File: config.mk
export PLATFORM = sky130hd
export DESIGN_NAME = pmp_perm_eval
export DESIGN_NICKNAME = d
export VERILOG_FILES = /design/src/rtl/pmp_chk_pkg.sv /design/src/rtl/pmp_perm_eval.sv
export SDC_FILE = /design/constraint.sdc
export NUM_CORES = 1
export LEC_CHECK = 0
export ABC_AREA = 1
export CAP_MARGIN = 0
export CELL_PAD_IN_SITES_DETAIL_PLACEMENT = 0
export CELL_PAD_IN_SITES_GLOBAL_PLACEMENT = 1
export CORE_MARGIN = 3
export CORE_UTILIZATION = 18
export DETAILED_ROUTE_END_ITERATION = 16
export PLACE_DENSITY = 0.88
export SLEW_MARGIN = 15
export SYNTH_ARGS = -nofsm -noshare
export SYNTH_HDL_FRONTEND = slang
export SYNTH_SLANG_ARGS = --single-unit
File: constraint.sdc
create_clock -name vclk -period 1.2
set_input_delay 0.24 -clock vclk [all_inputs]
set_output_delay 0.24 -clock vclk [all_outputs]
set_load 0.1 [all_outputs]
File: src/rtl/pmp_chk_pkg.sv
package pmp_chk_pkg;

    typedef enum logic [0:0] {
        ST_IDLE = 1'b0,
        ST_RESP = 1'b1
    } chk_state_e;

    localparam int CFG_R   = 0;
    localparam int CFG_W   = 1;
    localparam int CFG_X   = 2;
    localparam int CFG_AMO = 3;
    localparam int CFG_L   = 7;

    localparam logic [2:0] RIGHT_NONE = 3'b000;
    localparam logic [2:0] RIGHT_R    = 3'b001;
    localparam logic [2:0] RIGHT_RW   = 3'b011;
    localparam logic [2:0] RIGHT_X    = 3'b100;
    localparam logic [2:0] RIGHT_RX   = 3'b101;
    localparam logic [2:0] RIGHT_RWX  = 3'b111;

    // Lockdown rights for machine mode, index is {L,R,W,X}
    function automatic logic [2:0] lockdown_mach(input logic [3:0] idx);
        logic [2:0] r;
        unique case (idx)
            4'd2, 4'd3, 4'd14: r = RIGHT_RW;
            4'd9, 4'd10:       r = RIGHT_X;
            4'd11, 4'd13:      r = RIGHT_RX;
            4'd12, 4'd15:      r = RIGHT_R;
            default:           r = RIGHT_NONE;
        endcase
        return r;
    endfunction

    // Lockdown rights for lower modes, index is {L,R,W,X}
    function automatic logic [2:0] lockdown_user(input logic [3:0] idx);
        logic [2:0] r;
        unique case (idx)
            4'd1, 4'd10, 4'd11: r = RIGHT_X;
            4'd2, 4'd4, 4'd15:  r = RIGHT_R;
            4'd3, 4'd6:         r = RIGHT_RW;
            4'd5:               r = RIGHT_RX;
            4'd7:               r = RIGHT_RWX;
            default:            r = RIGHT_NONE;
        endcase
        return r;
    endfunction

endpackage

File: src/rtl/pmp_perm_eval.sv
module pmp_perm_eval
    import pmp_chk_pkg::*;
(
    input  logic [7:0] cfg,
    input  logic       found,
    input  logic       is_part,
    input  logic       mmode,
    input  logic [2:0] want,
    input  logic       lockdown,
    input  logic       whitelist,
    input  logic       unlock,
    output logic [2:0] allow,
    output logic       grant
);
    logic [3:0] tab_idx;
    logic       locked;
    logic       refuse;

    always_comb begin
        tab_idx = {cfg[CFG_L], cfg[CFG_R], cfg[CFG_W], cfg[CFG_X]};
        locked  = cfg[CFG_L] && !unlock;
        refuse  = 1'b0;
        allow   = RIGHT_NONE;
        if (found && is_part) begin
            refuse = 1'b1;
        end else if (found) begin
            if (lockdown) begin
                allow = mmode ? lockdown_mach(tab_idx) : lockdown_user(tab_idx);
            end else if (mmode && !locked) begin
                allow = RIGHT_RWX;
            end else begin
                allow = cfg[2:0];
            end
        end else if (whitelist) begin
            allow = RIGHT_NONE;
        end else if (lockdown) begin
            allow = mmode ? RIGHT_RW : RIGHT_NONE;
        end else begin
            allow = mmode ? RIGHT_RWX : RIGHT_NONE;
        end
        grant = !refuse && ((want & ~allow) == 3'b000);
    end
endmodule

==> impl_metrics.toml <==
[power]
finalPower_mw = 0.366
ir_drop_mv = 0.350
leakagePower_nw = 0.335
powerDensity_mw_per_mm2 = 571

[logic_synthesis]
synthTopCellsByArea = "nand2_1 50%, nand3_1 19%, inv_1 11%"
ys_seq_area_share_pct = 0
syn_avg_cell_area_sq_um = 4.16
synth_warnings = 0
netlist_area_sq_um = 241
netlist_instances = 58
synth_nets = 75
synth.distinct_cells = 8
synth.top_cell.area_share_pct = 49.7
yosysTopAreaCell = "nand2_1"

[place]
dp_hpwl_um = 752
dpl_cell_area_sq_um = 574
portBuffers = 17
dpl.cell_count = 98
place_congestion = 0.840

[finish]
final_cells = 101
finalNetCount = 106
fin_area_sq_um = 641
nClkBuffers = 0
area_delta_synth_final_pct = 165
seqCellArea_sq_um = 0
flops_and_latches = 0
n_antenna_cell = 0
drive_gt1_share_pct = 50.6

[global_route]
grt_overflow_total = 0
track_usage_pct = 10.2
grt_start_max_net_pins = 8
antenna_found_initial = 0
grt_pass1_wl_um = 1590
grt_pass1_vias = 387

[run_status]
outcome = "finished with violations"
violations = "setup timing"

[route]
first_pass_iters = 4
wl_um = 914
drt_iter0_drc = 6
avgRoutedWirePerCell_um = 9.05
drc = 0
final_antenna_net_count = 0
via_per_inst = 4.38
vias = 442

[floorplan]
ios = 21
dieHeight_um = 42.6
core_area_sq_mm = 0.00119
initial_core_util_pct = 20.4
die_x_um = 42.6
dieArea_sq_mm = 0.00182
rows = 12

[sta]
drv_slew = 0
slew_headroom_pct = 89.4
max_freq_mhz = 619
grt_setup_unrepaired = "yes"
fin_crit_ns = 1.61
period_share_pct = 135
fin_ws_ns = -0.415
worst_pin_slew_ns = 0.159
finalSetupViolCount = 4
hold_violations = 0

[run]
cap_violations = 0

[worst_setup_path]
setup.worst_path.start_class = "input pin"
end_kind = "output port"
arrival_ns = 1.37
cp.required_ns = 0.96
crit_type = "input pin to output port"
worstPathMaxFanout = 3

[worst_hold_path]
hp-class = "input pin to output port"
hold_depth = 7
==> where the power goes <==
group | total, mW | switching, mW | internal [mW] | leakage [nW]
sequential | 0 | 0 | 0 | 0
clock | 0 | 0 | 0 | 0
combinational | 0.366 | 0.208 | 0.157 | 0.335
==> kinds of logic (layout without fill, tap and decap cells) <==
family                 Yosys count  after routing  synth area share [%]
and+or+nand+nor                 45             45                  74.6
buffers and inverters            8             37                  12.4
AOI/OAI and AO/OA                5              5                  13.0
==> layer usage <==
metal | GRT usage [%] | up-vias | wire length, um
li1 | - | 241 | -
met5 | 0 | - | 0
met4 | 0 | 0 | 0
met1 | 17.0 | 192 | 475
met3 | 0 | 0 | 20
met2 | 15.0 | 9 | 417
==> per-stage QoR <==
| step | TNS (ns) | util, % | worst slack, ns | hold WS (ns) |
|---|---|---|---|---|
| after global routing | -1.66 | 54.0 | -0.496 | 1.21 |
| after floorplan | -1.15 | - | -0.300 | 0.708 |
| final | -1.33 | 54.0 | -0.415 | 1.17 |
| after CTS | -1.26 | 50.6 | -0.416 | 1.14 |
| after detailed placement | -3.22 | 48.4 | -0.875 | 1.26 |
| after global placement | -3.12 | 48.4 | -0.842 | 1.26 |
==> Yosys cell counts <==
library cell	n
inv_1	7
inv_2	1
o21ai_2	1
nand2_1	32
nor2_1	4
nand3_1	9
o21a_1	1
o21ai_0	3
==> worst max-delay path, stage by stage <==
cell	delay, ns
buf_8	0.10
buf_6	0.12
inv_12	0.05
nand2_8	0.05
nand2_4	0.06
nand3_2	0.05
nand2_1	0.06
nand2_1	0.05
nand2_1	0.08
nand2_2	0.06
nand2_1	0.08
nand2_2	0.06
nor2_4	0.12
buf_12	0.18
==> timing repair <==
item | 4_1_cts | 5_1_grt
pin swaps | 15 | 7
resized for setup | 44 | 14
setup endpoints to repair | 4 | 4
buffers inserted | 2 | 1
hold buffers | 0 | 0
==> area by class of cell <==
cell class         count  area [sq um]
fillers              123           546
inverters              8          50.0
well taps             14          17.5
multi-input cells     50           278
repair buffers        29           295
==> final timing paths <==
path / from / end / slack (ns)
setup / recovery: cfg[0] / grant / -0.41
hold / removal: cfg[1] / allow[1] / 1.17
==> cells in the final DEF, fill, tap and decap left out <==
cell type        netlist  layout
nand2_1               32      20
buf_12                 0       4
nor2_1                 4       3
nor2_4                 0       1
clkdlybuf4s50_1        0       3
inv_4                  0       3
clkdlybuf4s15_1        0       1
buf_2                  0       2
o21ai_2                1       1
nand2_4                0       1
inv_2                  1       2
dlygate4sd2_1          0       3
inv_12                 0       1
nand3_1                9       7
inv_1                  7       2
clkdlybuf4s15_2        0       1
buf_8                  0       1
o21ai_1                0       3
nand2_8                0       1
buf_6                  0       2
nand2_2                0      10
o21a_1                 1       1
buf_4                  0      12
nand3_2                0       2
Power figures use the tool's default switching activity.
